==> src/rtl/sftx_pkg.sv <==
package sftx_pkg;

    localparam int unsigned MAX_BITS = 8;
    localparam int unsigned MIN_BITS = 5;
    localparam int unsigned LEN_W    = $clog2(MAX_BITS);

    typedef enum logic [2:0] {
        PK_NONE,
        PK_ODD,
        PK_EVEN,
        PK_ONE,
        PK_ZERO
    } par_kind_e;

    typedef enum logic [2:0] {
        PH_IDLE,
        PH_START,
        PH_DATA,
        PH_PAR,
        PH_STOP
    } phase_e;

    typedef struct packed {
        logic [LEN_W-1:0] last_idx;
        logic             two_stop;
        par_kind_e        par;
    } fmt_s;

endpackage

==> src/rtl/sftx_cfg_decode.sv <==
module sftx_cfg_decode
    import sftx_pkg::*;
(
    input  logic [1:0] len_code,
    input  logic       stop_sel,
    input  logic [2:0] par_code,
    output fmt_s       fmt
);

    always_comb begin
        fmt.last_idx = LEN_W'(MIN_BITS - 1) + LEN_W'(len_code);
        fmt.two_stop = stop_sel;
        unique case (par_code)
            3'd4:    fmt.par = PK_ODD;
            3'd5:    fmt.par = PK_ONE;
            3'd6:    fmt.par = PK_EVEN;
            3'd7:    fmt.par = PK_ZERO;
            default: fmt.par = PK_NONE;
        endcase
    end

endmodule

==> src/rtl/sftx_parity.sv <==
module sftx_parity
    import sftx_pkg::*;
(
    input  logic [MAX_BITS-1:0] dat,
    input  fmt_s                fmt,
    output logic                par_bit
);

    logic [MAX_BITS-1:0] used;
    logic                fold;

    for (genvar i = 0; i < MAX_BITS; i++) begin : g_mask
        assign used[i] = dat[i] & (LEN_W'(i) <= fmt.last_idx);
    end

    assign fold = ^used;

    always_comb begin
        unique case (fmt.par)
            PK_ODD:  par_bit = ~fold;
            PK_EVEN: par_bit = fold;
            PK_ONE:  par_bit = 1'b1;
            default: par_bit = 1'b0;
        endcase
    end

endmodule

==> src/rtl/sftx_seq.sv <==
module sftx_seq
    import sftx_pkg::*;
#(
    parameter int unsigned OSR = 8
) (
    input  logic                clk,
    input  logic                rst_n,
    input  logic                tick,
    input  fmt_s                fmt_in,
    input  logic                flow_en,
    input  logic                cts,
    input  logic                fifo_empty,
    input  logic [MAX_BITS-1:0] fifo_data,
    input  logic                par_bit,
    output logic                fifo_pop,
    output logic                txd,
    output logic                busy,
    output logic [MAX_BITS-1:0] dat_out,
    output fmt_s                fmt_out
);

    localparam int unsigned OS_W = (OSR > 1) ? $clog2(OSR) : 1;

    typedef struct packed {
        phase_e              phase;
        logic [OS_W-1:0]     tcnt;
        logic [LEN_W-1:0]    idx;
        logic                stop_b;
        logic [MAX_BITS-1:0] dat;
        fmt_s                fmt;
        logic                line;
    } seq_st_s;

    seq_st_s st_q, st_d;
    logic    pop_d;
    logic    bit_end;
    logic    may_start;
    logic [LEN_W-1:0] idx_nx;

    assign bit_end   = tick && (st_q.tcnt == OS_W'(OSR - 1));
    assign may_start = !fifo_empty && (!flow_en || cts);
    assign idx_nx    = st_q.idx + 1'b1;

    always_comb begin
        st_d  = st_q;
        pop_d = 1'b0;
        if (st_q.phase != PH_IDLE && tick) begin
            st_d.tcnt = bit_end ? '0 : st_q.tcnt + 1'b1;
        end
        unique case (st_q.phase)
            PH_IDLE: begin
                if (may_start) begin
                    pop_d       = 1'b1;
                    st_d.phase  = PH_START;
                    st_d.tcnt   = '0;
                    st_d.idx    = '0;
                    st_d.stop_b = 1'b0;
                    st_d.dat    = fifo_data;
                    st_d.fmt    = fmt_in;
                    st_d.line   = 1'b0;
                end
            end
            PH_START: begin
                if (bit_end) begin
                    st_d.phase = PH_DATA;
                    st_d.idx   = '0;
                    st_d.line  = st_q.dat[0];
                end
            end
            PH_DATA: begin
                if (bit_end) begin
                    if (st_q.idx == st_q.fmt.last_idx) begin
                        if (st_q.fmt.par != PK_NONE) begin
                            st_d.phase = PH_PAR;
                            st_d.line  = par_bit;
                        end else begin
                            st_d.phase = PH_STOP;
                            st_d.line  = 1'b1;
                        end
                    end else begin
                        st_d.idx  = idx_nx;
                        st_d.line = st_q.dat[idx_nx];
                    end
                end
            end
            PH_PAR: begin
                if (bit_end) begin
                    st_d.phase  = PH_STOP;
                    st_d.stop_b = 1'b0;
                    st_d.line   = 1'b1;
                end
            end
            PH_STOP: begin
                if (bit_end) begin
                    if (st_q.fmt.two_stop && !st_q.stop_b) begin
                        st_d.stop_b = 1'b1;
                    end else begin
                        st_d.phase = PH_IDLE;
                    end
                    st_d.line = 1'b1;
                end
            end
            default: begin
                st_d.phase = PH_IDLE;
                st_d.line  = 1'b1;
            end
        endcase
    end

    always_ff @(posedge clk or negedge rst_n) begin
        if (!rst_n) begin
            st_q.phase  <= PH_IDLE;
            st_q.tcnt   <= '0;
            st_q.idx    <= '0;
            st_q.stop_b <= 1'b0;
            st_q.dat    <= '0;
            st_q.fmt    <= '0;
            st_q.line   <= 1'b1;
        end else begin
            st_q <= st_d;
        end
    end

    assign fifo_pop = pop_d;
    assign txd      = st_q.line;
    assign busy     = (st_q.phase != PH_IDLE);
    assign dat_out  = st_q.dat;
    assign fmt_out  = st_q.fmt;

    assert_idle_high_R1: assert property (@(posedge clk) disable iff (!rst_n)
        !busy |-> txd);

    assert_start_low_R2: assert property (@(posedge clk) disable iff (!rst_n)
        $rose(busy) |-> !txd);

    assert_line_steady_R6: assert property (@(posedge clk) disable iff (!rst_n)
        (!tick && busy) |=> $stable(txd));

    assert_pop_starts_R7: assert property (@(posedge clk) disable iff (!rst_n)
        fifo_pop |=> (busy && !txd));

    assert_pop_nonempty_R7: assert property (@(posedge clk) disable iff (!rst_n)
        fifo_pop |-> !fifo_empty);

    assert_cts_hold_R8: assert property (@(posedge clk) disable iff (!rst_n)
        (flow_en && !cts && !busy) |=> !busy);

    assert_fmt_held_R9: assert property (@(posedge clk) disable iff (!rst_n)
        (busy && $past(busy)) |-> $stable(fmt_out));

    assert_end_on_tick_R10: assert property (@(posedge clk) disable iff (!rst_n)
        $fell(busy) |-> $past(tick));

endmodule

==> src/rtl/serial_frame_tx.sv <==
module serial_frame_tx
    import sftx_pkg::*;
#(
    parameter int unsigned OSR = 8
) (
    input  logic                clk,
    input  logic                rst_n,
    input  logic                tick8,
    input  logic [1:0]          word_len,
    input  logic                stop2,
    input  logic [2:0]          par_mode,
    input  logic                flow_en,
    input  logic                cts,
    input  logic                fifo_empty,
    input  logic [MAX_BITS-1:0] fifo_data,
    output logic                fifo_pop,
    output logic                txd,
    output logic                loop_txd,
    output logic                busy,
    output logic                tx_empty
);

    fmt_s                fmt_live;
    fmt_s                fmt_held;
    logic [MAX_BITS-1:0] dat_held;
    logic                par_bit;

    sftx_cfg_decode u_dec (
        .len_code (word_len),
        .stop_sel (stop2),
        .par_code (par_mode),
        .fmt      (fmt_live)
    );

    sftx_parity u_par (
        .dat     (dat_held),
        .fmt     (fmt_held),
        .par_bit (par_bit)
    );

    sftx_seq #(.OSR(OSR)) u_seq (
        .clk        (clk),
        .rst_n      (rst_n),
        .tick       (tick8),
        .fmt_in     (fmt_live),
        .flow_en    (flow_en),
        .cts        (cts),
        .fifo_empty (fifo_empty),
        .fifo_data  (fifo_data),
        .par_bit    (par_bit),
        .fifo_pop   (fifo_pop),
        .txd        (txd),
        .busy       (busy),
        .dat_out    (dat_held),
        .fmt_out    (fmt_held)
    );

    assign loop_txd = txd;
    assign tx_empty = fifo_empty & ~busy;

endmodule

==> config.mk <==
export PLATFORM = sky130hd
export DESIGN_NAME = serial_frame_tx
export DESIGN_NICKNAME = d
export VERILOG_FILES = /design/src/rtl/sftx_pkg.sv /design/src/rtl/sftx_cfg_decode.sv /design/src/rtl/sftx_parity.sv /design/src/rtl/sftx_seq.sv /design/src/rtl/serial_frame_tx.sv
export SDC_FILE = /design/constraint.sdc
export NUM_CORES = 1
export LEC_CHECK = 0
export ABC_CLOCK_PERIOD_IN_PS = 2900
export BUFFER_PORTS_ARGS = -buffer_cell sky130_fd_sc_hd__clkbuf_2
export CAP_MARGIN = 20
export CORE_ASPECT_RATIO = 1.1
export CORE_UTILIZATION = 55
export DETAILED_ROUTE_END_ITERATION = 6
export GPL_ROUTABILITY_DRIVEN = 1
export PLACE_DENSITY_LB_ADDON = 0.25
export SLEW_MARGIN = 20
export SYNTH_ARGS = -nofsm -noshare
export SYNTH_HDL_FRONTEND = slang
export SYNTH_SLANG_ARGS = --single-unit
==> constraint.sdc <==
create_clock -name clk -period 2.9 [get_ports clk]
set_input_delay 0 -clock clk [delete_from_list [all_inputs] [get_ports clk]]
set_output_delay 0 -clock clk [all_outputs]
set_load 0.03 [all_outputs]
==> impl_results.md <==
- Area occupied by multi-input gates: 905 µm²
- Ys flop type: dfrtp_1
- Static Leakage: 0.895 nW
- Remaining Overflow, GRT: 0
- Global-route wire length before repair: 5.62 mm
- FFs w/ async S/R, synth: 1.00
- Synth Area in XOR/XNOR: 0.0694
- Met1 Use GR: 0.280
- Post-synthesis simple-gate area fraction: 0.256
- Critical path launch point type: flop
- Synth Cell Area: 0.00164 mm²
- CP arrival: 2.92 ns
- Initial Utilization: 0.585
- CTS tree: yes
- Longest Clk Path Bufs: 2
- Layer with the highest usage: met2
- Syn Area/Cell: between 9 and 10 µm²
- Nets@finish: about 240
- Register area share after synthesis: 0.397
- Setup TNS: 0 ns
- CTS Buf Count: 3
- Vias: 1407
- Non-Filler Instances: between 200 and 250
- Complex-gate fraction of the synthesized area: 0.145
- Pre-antenna DRT Iters: 4
- Initial DRC Count: 28
- Remaining DRCs: 0
- Crit end category: flop
- Routing usage on met2: 0.451
- Period Utilization, post-route: 0.916
- Core area: 0.00280 mm²
- Tightest Hold Check Type: in -> reg
- Minimum hold slack: 0.0234 ns
- Vias in the first global route: between 1000 and 1500
- Final worst slack: 0.242 ns
- CTS sink cnt: 26
- Initial antenna violation count: 0
- WL final: about 3.4 mm
- Row cnt: 20
- Avg WL per Cell: 13.7 µm
- # IOs: 25
- Number of fillers in the final layout: around 220
- CP max FO: 20
- Setup Skew: roughly 0.016 ns
- Die area: 0.00321 mm²
- Setup violations, final: 0
- Antenna Nets Post-Route: 0
- Post-Place Setup Slack: 0.346 ns
- # diodes: 0
- R2r setup slk: 0.24 ns
- Worst rel slew slack: 0.574
- Layout cell share with drive strength beyond 1: 0.177
- Area growth syn-to-layout: 19.3%
- Root Driver: clkbuf_4
- Mapped Nets: 203
- Peak supply drop: 0.000540 V
- Crit Path Class: reg -> reg
- M3 GR Usage: 0.0333
- Gp weighted congestion: ~0.85
- Pwr dens: 792 mW/mm²
- Worst-path clk slew: about 0.14 ns
- Post-CTS Setup Bufs: 0
- IO Port Bufs: 24
- Largest net degree at the start of global routing: 27
- Final Power: approximately 1.6 mW
- Post-synth EDFFs: 0
- Routed vias/inst: 5.67
- RSZ-0062 raised after global routing: no
- Maximum Capacitance Violations: 0
- Worst skew pair latency: 0.34 ns
- Max-slew violations: 0
- Post-synthesis adder-cell area fraction: 0.0229
- Worst Tran Pin Value: 0.639 ns
- Final Hold Fails: 0
- FF+latch area: approximately 650 µm²
- Aggregate global-route resource usage: 0.247
- Chip Height: just under 60 µm
- Status: finished clean
- DIE WIDTH: approximately 54 µm
- Crit path time final: 2.66 ns
- HPWL after DPL: 2.42 mm
- Post_cts resized: 0
- Critical Path RT: about 3.2 ns
- Largest family of logic cells by synthesized area: simple AND/OR/NAND/NOR gates
- Mapped Cells: 180
- Fmax: between 300 and 400 MHz
- Multiplexer share of the synthesized area: 0.0580
- Synth Warn #: 0
- Placed insts: 228
- # H-tree levels: 1
- Synth cell types: 55
- FF+latch count, synth: 26
[critical path, cell delays in order (launching register included)]
cell and delay (ns):
dfrtp_1 0.55, nor2_1 0.35, nand2_1 0.13, or2_1 0.46, inv_2 0.36, nand3_1 0.11, dlygate4sd3_1 0.56, o21ai_1 0.07
[area by class of cell]
class                   count  share of cell area
multi-input cells         138               0.462
flip-flops and latches     26               0.333
clock buffers               3              0.0115
well taps                  33              0.0211
clock inverters             1              0.0153
repair buffers             40               0.143
inverters                   7              0.0134
[cells in the final DEF, fill, tap and decap left out, drive strengths merged, types with 3 or more instances in the layout]
cell type	n
nand2	44
clkbuf	27
dfrtp	25
dlygate4sd3	16
o21ai	12
nand3	8
nor2	7
inv	7
xnor2	7
a21oi	6
nand2b	4
xor2	3
ha	3
[metal layers]
| metal | up-vias | share of wire |
|---|---|---|
| met4 | 0 | 0.021 |
| met3 | 7 | 0.033 |
| li1 | 702 | - |
| met1 | 662 | 0.44 |
| met5 | - | 0 |
| met2 | 36 | 0.50 |
[cells in the mapped netlist, drive strengths merged (2+ instances only)]
library cell	n	area share
a21oi	6	0.018
a2bb2oi	2	0.011
a31o	2	0.011
a31oi	2	0.0076
and3	2	0.0076
buf	5	0.026
clkbuf	4	0.0092
dfrtp	25	0.38
ha	3	0.023
inv	7	0.016
mux2	2	0.014
mux2i	2	0.012
mux4	2	0.032
nand2	44	0.10
nand2b	4	0.015
nand3	8	0.038
nand3b	2	0.0092
nor2	7	0.016
nor2b	2	0.0076
nor3	2	0.0061
nor3b	2	0.0092
o21ai	12	0.037
o31ai	2	0.0092
or2	2	0.0076
xnor2	7	0.053
xor2	3	0.016
[state kept, by name (all words and copies together), names as in the netlist]
name	flops
u_seq.st_q	10
u_seq.dat_out	8
u_seq.fmt_out	7
u_seq.txd	1
[power by group]
part / total (mW) / internal [mW] / leakage [nW] / switching (mW)
sequential: 0.612 / 0.471 / 0.332 / 0.141
combinational: 0.682 / 0.315 / 0.535 / 0.366
clock: 0.256 / 0.140 / 0.0279 / 0.116
total: 1.55 / 0.927 / 0.895 / 0.624
[kinds of logic after synthesis]
family | count (synthesis)
and+or+nand+nor | 83
AOI/OAI and AO/OA | 36
DFF | 26
buffers and inverters | 16
xor gates and xnor gates | 10
muxes | 6
adders and majority gates | 3
[metrics by stage]
stage	instance area [µm²]	util
4_1_cts	1960	0.698
2_1_floorplan	1640	-
6_report	1960	0.698
3_3_place_gp	1740	0.622
3_5_place_dp	1740	0.622
5_1_grt	1960	0.698
[path summary, 6_finish.rpt]
| path | cells past startpoint | start | end |
|---|---|---|---|
| min reg2reg | 2 | u_seq.fmt_out[3]$_DFFE_PN0P_ | u_seq.fmt_out[3]$_DFFE_PN0P_ |
| min in group asynchronous | 2 | rst_n | u_seq.st_q[21]$_DFF_PN0_ |
| min | 3 | tick8 | u_seq.st_q[24]$_DFFE_PN0P_ |
| max in group asynchronous | 2 | rst_n | u_seq.fmt_out[4]$_DFFE_PN0P_ |
| max | 7 | u_seq.st_q[23]$_DFFE_PN0P_ | u_seq.fmt_out[1]$_DFFE_PN0P_ |
| max reg2reg | 7 | u_seq.st_q[23]$_DFFE_PN0P_ | u_seq.fmt_out[1]$_DFFE_PN0P_ |
[repair_timing]
item,in CTS,in global routing
endpoints found under the setup margin,0,0
hold buffers,16,0
hold endpoints to repair,39,0
Power figures use the tool's default switching activity.
